## src/rtl/csa_pkg.sv

```systemverilog
package csa_pkg;

    localparam int ADD_W  = 32;
    localparam int SECT_W = 4;

    typedef struct packed {
        logic gen;
        logic prop;
    } gp_bit_t;

    function automatic gp_bit_t make_gp(input logic a, input logic b);
        gp_bit_t r;
        r.gen  = a & b;
        r.prop = a ^ b;
        return r;
    endfunction

    function automatic logic ripple_step(input gp_bit_t x, input logic c);
        return x.gen | (x.prop & c);
    endfunction

endpackage

```

## src/rtl/csa_gp_gen.sv

```systemverilog
module csa_gp_gen
    import csa_pkg::*;
#(
    parameter int WIDTH = ADD_W
) (
    input  logic [WIDTH-1:0]    op_a,
    input  logic [WIDTH-1:0]    op_b,
    output gp_bit_t [WIDTH-1:0] gp_o
);

    genvar i;
    generate
        for (i = 0; i < WIDTH; i++) begin : g_bit
            assign gp_o[i] = make_gp(op_a[i], op_b[i]);
        end
    endgenerate

    always_comb begin
        for (int k = 0; k < WIDTH; k++) begin
            AST_GP_EXCLUSIVE: assert (!(gp_o[k].gen && gp_o[k].prop))
                else $error("generate and propagate both set at bit %0d", k);
        end
    end

endmodule

```

## src/rtl/csa_section.sv

```systemverilog
module csa_section
    import csa_pkg::*;
#(
    parameter int SECT_W = csa_pkg::SECT_W
) (
    input  gp_bit_t [SECT_W-1:0] gp_i,
    input  logic                 c_i,
    output logic [SECT_W-1:0]    bit_c_o,
    output logic                 c_o
);

    logic [SECT_W:0] chain;
    logic            grp_prop;

    assign chain[0] = c_i;

    genvar j;
    generate
        for (j = 0; j < SECT_W; j++) begin : g_ripple
            assign chain[j+1] = ripple_step(gp_i[j], chain[j]);
        end
    endgenerate

    always_comb begin
        grp_prop = 1'b1;
        for (int k = 0; k < SECT_W; k++) begin
            grp_prop = grp_prop & gp_i[k].prop;
        end
    end

    assign bit_c_o = chain[SECT_W-1:0];
    assign c_o     = grp_prop ? c_i : chain[SECT_W];

    always_comb begin
        if (grp_prop) begin
            AST_SKIP_PASS: assert (c_o == c_i)
                else $error("skip path did not forward carry");
        end
        if (grp_prop) begin
            AST_SKIP_AGREES: assert (chain[SECT_W] == c_i)
                else $error("ripple disagrees with skip");
        end
    end

endmodule

```

## src/rtl/csa_sum.sv

```systemverilog
module csa_sum
    import csa_pkg::*;
#(
    parameter int WIDTH = ADD_W
) (
    input  gp_bit_t [WIDTH-1:0] gp_i,
    input  logic [WIDTH-1:0]    bit_c_i,
    output logic [WIDTH-1:0]    sum_o
);

    genvar i;
    generate
        for (i = 0; i < WIDTH; i++) begin : g_sum
            assign sum_o[i] = gp_i[i].prop ^ bit_c_i[i];
        end
    endgenerate

    always_comb begin
        for (int k = 0; k < WIDTH; k++) begin
            if (gp_i[k].gen) begin
                AST_GEN_SUM: assert (sum_o[k] == bit_c_i[k])
                    else $error("sum bit %0d wrong under generate", k);
            end
        end
    end

endmodule

```

## src/rtl/csa_adder.sv

```systemverilog
module csa_adder
    import csa_pkg::*;
#(
    parameter int WIDTH  = ADD_W,
    parameter int SECT_W = csa_pkg::SECT_W
) (
    input  logic [WIDTH-1:0] op_a,
    input  logic [WIDTH-1:0] op_b,
    input  logic             carry_in,
    output logic [WIDTH-1:0] sum,
    output logic             carry_out
);

    localparam int NSECT = WIDTH / SECT_W;

    gp_bit_t [WIDTH-1:0] gp;
    logic [WIDTH-1:0]    bit_c;
    logic [NSECT:0]      sect_c;

    csa_gp_gen #(.WIDTH(WIDTH)) u_gp (
        .op_a (op_a),
        .op_b (op_b),
        .gp_o (gp)
    );

    assign sect_c[0] = carry_in;

    genvar s;
    generate
        for (s = 0; s < NSECT; s++) begin : g_sect
            csa_section #(.SECT_W(SECT_W)) u_sec (
                .gp_i    (gp[s*SECT_W +: SECT_W]),
                .c_i     (sect_c[s]),
                .bit_c_o (bit_c[s*SECT_W +: SECT_W]),
                .c_o     (sect_c[s+1])
            );
        end
    endgenerate

    csa_sum #(.WIDTH(WIDTH)) u_sum (
        .gp_i    (gp),
        .bit_c_i (bit_c),
        .sum_o   (sum)
    );

    assign carry_out = sect_c[NSECT];

    always_comb begin
        AST_ADD_MATCH: assert ({carry_out, sum} ==
                               ({1'b0, op_a} + {1'b0, op_b} + {{WIDTH{1'b0}}, carry_in}))
            else $error("sum mismatch");
        if (op_a[WIDTH-1] && op_b[WIDTH-1]) begin
            AST_TOP_CARRY: assert (carry_out)
                else $error("top generate lost");
        end
        if (op_a == '0 && op_b == '0) begin
            AST_ZERO_ADD: assert (!carry_out)
                else $error("carry out on zero operands");
        end
    end

endmodule

```

## config.mk

```make
export PLATFORM = sky130hd
export DESIGN_NAME = csa_adder
export DESIGN_NICKNAME = d
export VERILOG_FILES = /design/src/rtl/csa_pkg.sv /design/src/rtl/csa_gp_gen.sv /design/src/rtl/csa_section.sv /design/src/rtl/csa_sum.sv /design/src/rtl/csa_adder.sv
export SDC_FILE = /design/constraint.sdc
export NUM_CORES = 1
export LEC_CHECK = 0
export BUFFER_PORTS_ARGS = -buffer_cell sky130_fd_sc_hd__buf_2
export CORE_MARGIN = 2
export CORE_UTILIZATION = 30
export DETAILED_ROUTE_END_ITERATION = 8
export PLACE_DENSITY_LB_ADDON = 0.08
export SYNTH_ARGS = -nofsm -noshare
export SYNTH_HDL_FRONTEND = slang
export SYNTH_SLANG_ARGS = --single-unit
```

## constraint.sdc

```tcl
create_clock -name vclk -period 27.3
set_input_delay 2.73 -clock vclk [all_inputs]
set_output_delay 2.73 -clock vclk [all_outputs]
set_load 0.02 [all_outputs]
```

# Word-level counts from Yosys, hierarchy flattened
# Index checks and enable logic that the tools add are counted.
# word_totals
latch_bits	0
register_bits	0
elab_cells	192
n_memories	0
mem_bits_ro	0
ramBits	0
# op_classes
reduce_logical	0
n_mux	8
n_mul	0
div_mod_pow	0
n_addsub	0
n_eq_ne	0
shift	0
order_cmp	0
n_bitwise	184
# op_table
op	count
$and A1 B1 Y1	88
$xor A1 B1 Y1	64
$or A1 B1 Y1	32
$mux W1	8

# Logic depth before layout (Yosys ltp)
# Gate-level depths: netlist (run 1).
# depth
ltp_word	73
depth_mapped	51
ltp_nobuf	51

# Cells and area by module
# Synthesis (run 1) repeated with hierarchy kept, for this count alone.
# unflattened
hier_cells	144
area_unflattened_um2	1301.2
# by_module_without_submodules
mod	area_per_inst_um2	instances	cells_each
csa_section	77.6	8	10
csa_gp_gen	400.4	1	32
csa_sum	280.3	1	32

# Least setup slack after synthesis (run 1)
# OpenSTA, ideal clock, no wires.
# synth_path
kind	in2out
from	in op_a[0]
to	out sum[31]
slack_ps	8147
path_stages	50
required_time_ps	24570
t_arrival_ps	16423
cell_sequence	inv_1 -> fa_1 -> inv_1 -> fa_1 -> fa_1 -> fa_1 -> mux2i_1 -> inv_1 -> fa_1 -> fa_1 -> fa_1 -> fa_1 -> nor2_1 -> a21oi_1 -> fa_1 -> fa_1 -> fa_1 -> fa_1 -> [14 not listed] -> fa_1 -> fa_1 -> nand2_1 -> o21ai_0 -> inv_1 -> nand2_1 -> fa_1 -> fa_1 -> fa_1 -> fa_1 -> nor2b_1 -> a21oi_1 -> fa_1 -> fa_1 -> fa_1 -> inv_1 -> fa_1 -> inv_1
# synth_between
elab_chain_cells	71
word_cells_on_any_way	75
classes_between	7 x mux; 68 x bitwise
# synth_rtl
item	line_no	text
from (decl)	csa_adder.sv:7	input logic [WIDTH-1:0] op_a,
$xor A1 B1 Y1	csa_pkg.sv:14	r.prop = a ^ b;
$and A1 B1 Y1	csa_pkg.sv:19	return x.gen | (x.prop & c);
$or A1 B1 Y1	csa_pkg.sv:19	
$and A1 B1 Y1	csa_pkg.sv:19	
$or A1 B1 Y1	csa_pkg.sv:19	
$and A1 B1 Y1	csa_pkg.sv:19	
$or A1 B1 Y1	csa_pkg.sv:19	
$and A1 B1 Y1	csa_pkg.sv:19	
[55 not listed]	--	
$mux W1 *	csa_section.sv:32	assign c_o = grp_prop ? c_i : chain[SECT_W];
$and A1 B1 Y1 *	csa_pkg.sv:19	
$or A1 B1 Y1 *	csa_pkg.sv:19	
$and A1 B1 Y1 *	csa_pkg.sv:19	
$or A1 B1 Y1 *	csa_pkg.sv:19	
$and A1 B1 Y1 *	csa_pkg.sv:19	
$or A1 B1 Y1 *	csa_pkg.sv:19	
$xor A1 B1 Y1 *	csa_sum.sv:14	assign sum_o[i] = gp_i[i].prop ^ bit_c_i[i];
to (decl)	csa_adder.sv:10	output logic [WIDTH-1:0] sum,
# Mark *: on every way between the ends. The rest lies on a longest branch, timed or not.

# Worst setup path in the final report (run 1)
# Same ends and word-level chain as after synthesis.

==> results of run 1 <==
## metrics by stage
stage	utilization	hold WS [ns]	std cells	instance area [sq um]	total power, W
after CTS	0.451	5.86	253	1820	0.0000495
final	0.451	5.86	253	1820	0.0000482
after detailed placement	0.451	5.86	253	1820	0.0000492
after global routing	0.451	5.88	253	1820	0.0000548
after floorplan	-	5.72	105	1260	0.0000335
after global placement	0.451	5.86	253	1820	0.0000481
## path summary, 6_finish.rpt
| check | cells past startpoint | slack [ns] | end |
|---|---|---|---|
| min | 3 | 5.86 | sum[19] |
| max | 52 | 7.16 | sum[31] |
## power groups by stage
stage / clock network (W) / logic [W] / registers (W)
finish: 0 / 0.0000482 / 0
global route: 0 / 0.0000548 / 0
CTS: 0 / 0.0000495 / 0
detailed placement: 0 / 0.0000492 / 0
global placement: 0 / 0.0000481 / 0
floorplan: 0 / 0.0000335 / 0
## kinds of logic (layout without fill, tap and decap cells)
family / Yosys count / count (layout) / share of synthesized area
fa+ha+maj: 64 / 64 / 0.824
simple gates: 20 / 20 / 0.0852
compound gates: 7 / 7 / 0.0327
buf+inv: 11 / 109 / 0.0327
mux: 3 / 3 / 0.0257
## placed cells by master, fill, tap and decap left out
master / synthesis / final
nor2b_1: 1 / 1
nand2b_1: 1 / 1
a211oi_1: 1 / 1
nand4_1: 6 / 6
o22a_1: 1 / 1
nand2_1: 5 / 5
inv_1: 11 / 11
mux2i_1: 1 / 1
nor2_1: 3 / 3
and4_1: 2 / 2
buf_2: 0 / 98
ha_1: 32 / 32
mux2_2: 2 / 2
fa_1: 32 / 32
o21ai_0: 2 / 2
nor3_1: 2 / 2
a21oi_1: 3 / 3
## layout make-up
type | count | area [sq um] | area share
inverters | 11 | 41.3 | 0.0227
multi-input cells | 94 | 1220 | 0.673
well taps | 50 | 62.6 | 0.0344
repair buffers | 98 | 490 | 0.270
## metal layers
layer  GRT usage  up-vias
met5           0        -
met3      0.0260        0
met2       0.231       55
met1       0.134      515
met4           0        0
li1            -      533
## critical path: cells and delay by family
kind / cells / cell delay, ns
AO/OA/AOI/OAI: 4 / 0.55
adder cells (fa/ha/maj): 32 / 12.22
AND/OR/NAND/NOR: 6 / 0.62
multiplexers: 2 / 0.58
buffers and inverters: 8 / 0.72
==> flow_summary.toml, run 1 <==
[timing]
hold_violations = 0
slew_violations = 0
tightest_slew_ns = 0.355
relSlewSlack = 0.761
fin_ws_ns = 7.16
setup_viol = 0
tns_ns = 0
rsz0062_at_grt = "false"
fmaxAchievable_ghz = 0.0496
fin_crit_ns = 20.14
period_share = 0.738

[cells_and_area]
fillerInstances = 398
synthToLayoutAreaGrowth_pct = 43.8
nets = 334
num_antenna_cells = 0
regArea_sq_um = 0
clkbuf_count = 0
drive_gt1_frac = 0.493
design.seq.count = 0

[yosys]
ys_types = 16
syn_area_sq_um = 1260
synth.largest_area_cell = "fa_1"
yosysSeqAreaShare = 0
synth_area_leaders = "fa_1 (51%), ha_1 (32%), inv_1 (3.3%)"
synth_top_area_frac = 0.507
syn_avg_cell_area_sq_um = 12.0
yosys_warnings = 0
synthTopCellsByCount = "fa_1 (32), ha_1 (32), inv_1 (11)"
synth_cells = 105
syn_nets = 234

[die]
initial_core_util = 0.314
die_x_um = 68.9
row_count = 23
die_area_sq_um = 4750
die_h_um = 68.9
fp.coreArea_sq_um = 4030
ios = 98

[power_and_ir_drop]
p_sw_frac = 0.620
p_sw_w = 0.0000299
p_seq_frac = 0
comb_power_share = 1.000
p_leak_nw = 0.993
irDropWorstVdd_mv = 0.00963
power_density_nw_per_um2 = 26.5
internal_power_w = 0.0000183
clkPwrFrac = 0

[detailed_routing]
drt-total-wl_um = 2930
viasPerCell = 4.36
drc = 0
vias = 1103
drtAntennaViolNets = 0
dr_wl_met3_um = 379
routed.top_layer = "met3"
met2_length_um = 1520
wl_met1_um = 1020
drt_iter0_drc = 12
first_pass_iters = 3
wl_per_cell_um = 11.6

[worst_hold_path]
min_from = "op_b[19]"
hold_class = "primary input to output pin"

[critical_path]
crit_start = "op_a[0]"
cp-end-kind = "output pin"
cp_max_fo = 3
cp.required_ns = 24.57
startpoint_type = "primary input"
cpMaxStageDelayCell = "fa_1"
cp_common_cell = "fa_1"
max_stage_delay_ns = 0.42
crit_type = "primary input to output pin"
worstPathArrival_ns = 17.41

[place]
gp_congestion = 0.708
place.port_buffers = 98
dp_slack_ns = 7.03
dp_hpwl_um = 2900

[run_status]
status = "completed"

[global_route]
grt-ovfl-total = 0
grt_antenna_before_repair = 0
grt_util_all_layers = 0.116
grt_pass1_wl_um = 4390
grt_pass1_vias = 1154
grt_max_degree = 4

[clock_tree]
cts_hold_buf = 0
post_cts_resized = 0
post_cts_buffers = 0

[run]
cap_violations = 0
No activity file was read; power rests on OpenSTA's default activity.
==> run 2: changes to the inputs <==
clock period = 17.77 ns   (was 27.3 ns; I/O delays follow)
==> run 2 against run 1 <==
Net effect:
- final cell count grew 9.9%
- design area grew 13%
- worst hold slack got worse by 1.9 ns
- sequential share of layout area did not move
- global-route usage up 2.1 points
- wire length grew 15%
- non-clock buffer count rose by 25
- critical path depth increased by 13
- first-iteration DRC count down 75%
- total power up 81%
- combinational power up 81%
- critical path type unchanged
- critical endpoint is now carry_out
- largest power group unchanged
==> flow_summary.toml, run 2 (synthesis gave the netlist of run 1 again) <==
[run_status]
status = "completed"

[detailed_routing]
viasPerCell = 4.41
drt_iter0_drc = 3
vias = 1227
drc = 0
wl_per_cell_um = 12.1
first_pass_iters = 2
drt-total-wl_um = 3380
drtAntennaViolNets = 0

[die]
initial_core_util = 0.314
die_x_um = 68.9
die_area_sq_um = 4750
die_h_um = 68.9
fp.coreArea_sq_um = 4030
row_count = 23
ios = 98

[timing]
relSlewSlack = 0.755
fin_ws_ns = 0.551
slew_violations = 0
fmaxAchievable_ghz = 0.0581
rsz0062_at_grt = "false"
setup_viol = 0
tightest_slew_ns = 0.365
hold_violations = 0
period_share = 0.969
fin_crit_ns = 17.22

[cells_and_area]
final_common_cell = "buf_2"
design.seq.count = 0
design_area_sq_um = 2060
nets = 359
fillerInstances = 391
layout_common_cells = "buf_2 (97), ha_1 (32), buf_4 (26), fa_2 (20), fa_1 (12)"
clkbuf_count = 0
regArea_sq_um = 0
num_antenna_cells = 0
drive_gt1_frac = 0.645
synthToLayoutAreaGrowth_pct = 63.2

[place]
gp_congestion = 0.727
dp_slack_ns = -0.455
place.port_buffers = 98
dp_hpwl_um = 2970
placed_cell_area_sq_um = 1860

[critical_path]
worstPathArrival_ns = 15.44
cpMaxStageDelayCell = "fa_2"
crit_type = "primary input to output pin"
cp_max_fo = 2
startpoint_type = "primary input"
cp_top_family = "adder cells"
cp.required_ns = 15.99
worst-path-buf-inv = 24
cp-end-kind = "output pin"
max_stage_delay_ns = 0.39

[power_and_ir_drop]
irDropWorstVdd_mv = 0.0178
p_leak_nw = 1.10
power_density_nw_per_um2 = 42.2

[global_route]
grt_max_degree = 4
grt_antenna_before_repair = 0
grt_util_all_layers = 0.137
grt_pass1_vias = 1232
grt_pass1_wl_um = 5070
grt-ovfl-total = 0

[clock_tree]
cts_hold_buf = 0

[worst_hold_path]
hold_class = "primary input to output pin"

[run]
cap_violations = 0
run 2: tightest hold or removal path, stage by stage:
cell and delay [ns]:
buf_2 0.10, fa_1 0.15, buf_2 0.16
run 2: worst paths after layout:
check | start | end | slack, ns | depth (start not counted)
setup / recovery | op_a[0] | carry_out | 0.55 | 65
hold / removal | op_b[11] | sum[11] | 3.96 | 3
run 2: layer usage:
layer  share of wire  GRT usage
met4           0.013     0.0147
met3            0.11     0.0276
met1            0.34      0.156
met5               0          0
met2            0.53      0.269
run 2: per-stage QoR:
stage | total power, W | setup TNS [ns] | cells | utilization | hold slack (ns)
after global routing | 0.0000981 | 0 | 278 | 0.512 | 3.98
after detailed placement | 0.0000779 | -0.787 | 259 | 0.462 | 3.96
after global placement | 0.0000757 | -0.207 | 259 | 0.462 | 3.95
after CTS | 0.0000864 | 0 | 278 | 0.504 | 3.96
final | 0.0000871 | 0 | 278 | 0.512 | 3.96
after floorplan | 0.0000515 | 0 | 105 | - | 3.81
run 2: final cells by class:
| class | instances | area (sq um) | area share |
|---|---|---|---|
| inverter | 11 | 41.3 | 0.0200 |
| multi-input combinational | 94 | 1280 | 0.620 |
| tap | 50 | 62.6 | 0.0303 |
| timing repair buffer | 123 | 681 | 0.330 |
run 2: where the power goes:
part / total [W] / switching [W] / internal (W) / leakage, nW
combinational: 0.0000871 / 0.0000497 / 0.0000374 / 1.10
sequential: 0 / 0 / 0 / 0
clock: 0 / 0 / 0 / 0
total: 0.0000871 / 0.0000497 / 0.0000374 / 1.10
run 2: what timing repair did:
action	CTS	global route
endpoints found under the hold margin	0	0
gates resized for setup	10	14
setup buffers	19	0
setup endpoints to repair	3	2
pin swaps	1	2
==> run 3: changes to the inputs <==
GPL_TIMING_DRIVEN = 0   (was unset)
==> run 3 against run 2 <==
Net effect:
- die area is the same
- global-route usage shrank 0.68 points
- worst setup slack lost 0.064 ns
- utilization shrank 0.68 points
- count of clock-buffer cells in the layout is the same
==> flow_summary.toml, run 3 (synthesis gave the netlist of run 1 again) <==
[run_status]
status = "completed"

[detailed_routing]
wl_per_cell_um = 12.1
drtAntennaViolNets = 0
drt-total-wl_um = 3320
drc = 0
viasPerCell = 4.42
vias = 1207
drt_iter0_drc = 22
first_pass_iters = 4

[die]
die_area_sq_um = 4750
row_count = 23
fp.coreArea_sq_um = 4030
die_x_um = 68.9
ios = 98
die_h_um = 68.9
initial_core_util = 0.314

[clock_tree]
cts_hold_buf = 0

[critical_path]
cp_max_fo = 3
crit_type = "primary input to output pin"
startpoint_type = "primary input"
cp.required_ns = 15.99
worstPathArrival_ns = 15.51
cp-end-kind = "output pin"
max_stage_delay_ns = 0.40
cp_common_cell = "fa_2"
cpMaxStageDelayCell = "fa_1"

[timing]
fmaxAchievable_ghz = 0.0579
period_share = 0.973
fin_ws_ns = 0.488
tightest_slew_ns = 0.422
fin_crit_ns = 17.28
setup_viol = 0
relSlewSlack = 0.715
slew_violations = 0
tns_ns = 0
whs_ns = 3.95
hold_violations = 0

[power_and_ir_drop]
p_leak_nw = 1.07
irDropWorstVdd_mv = 0.0187
power_density_nw_per_um2 = 42.5

[global_route]
grt_max_degree = 4
grt_antenna_before_repair = 0
grt-ovfl-total = 0
grt_pass1_wl_um = 4860
grt_pass1_vias = 1206
grt_util_all_layers = 0.130

[cells_and_area]
final_common_cell = "buf_2"
synthToLayoutAreaGrowth_pct = 61.0
postLayoutCoreUtil = 0.505
design.seq.count = 0
layout_common_cells = "buf_2 (97), ha_1 (32), fa_2 (21), buf_4 (21)"
num_antenna_cells = 0
clkbuf_count = 0
fillerInstances = 375
final-instance-count-excl-fill = 273
regArea_sq_um = 0
nets = 354
drive_gt1_frac = 0.650

[place]
gp_congestion = 0.676
dp_hpwl_um = 2860
dp.cells = 253
place.port_buffers = 98
dp_slack_ns = -0.617

[worst_hold_path]
hold_class = "primary input to output pin"

[run]
cap_violations = 0
-- run 3: metrics by stage --
stage	instance area, sq um	total power (W)
floorplan	1260	0.0000515
global placement	1820	0.0000737
detailed placement	1820	0.0000755
CTS	1990	0.0000846
global route	2030	0.0000965
finish	2030	0.0000864
-- run 3: report_power, final --
part	total (W)	internal [W]	switching, W
combinational	0.0000864	0.0000368	0.0000497
sequential	0	0	0
clock	0	0	0
-- run 3: area by class of cell --
cell class / count / area (sq um) / area share
timing repair buffer: 118 / 643 / 0.316
inverter: 11 / 41.3 / 0.0203
tap: 50 / 62.6 / 0.0308
multi-input combinational: 94 / 1290 / 0.633
-- run 3: critical path: cells and delay by family --
kind | cells | cell delay [ns]
adder cells (fa/ha/maj) | 28 | 9.87
buffers and inverters | 24 | 2.20
AND/OR/NAND/NOR | 6 | 0.65
multiplexers | 3 | 0.60
AO/OA/AOI/OAI | 4 | 0.42
-- run 3: path summary, 6_finish.rpt --
kind	to	slack, ns	start	cells past startpoint
worst max-delay path	carry_out	0.49	op_a[0]	65
worst min-delay path	sum[29]	3.95	op_b[29]	3
-- run 3: layer usage --
layer,vias to the layer above,routed length (um),track usage
li1,574,-,-
met1,566,1270,0.172
met2,61,1720,0.228
met3,6,278,0.0146
met4,0,46,0.0294
met5,-,0,0
-- run 3: timing repair --
action / CTS / global route
endpoints found under the hold margin: 0 / 0
resized for setup: 12 / 15
endpoints found under the setup margin: 3 / 3
buffers inserted: 19 / 1
pin swaps: 1 / 3
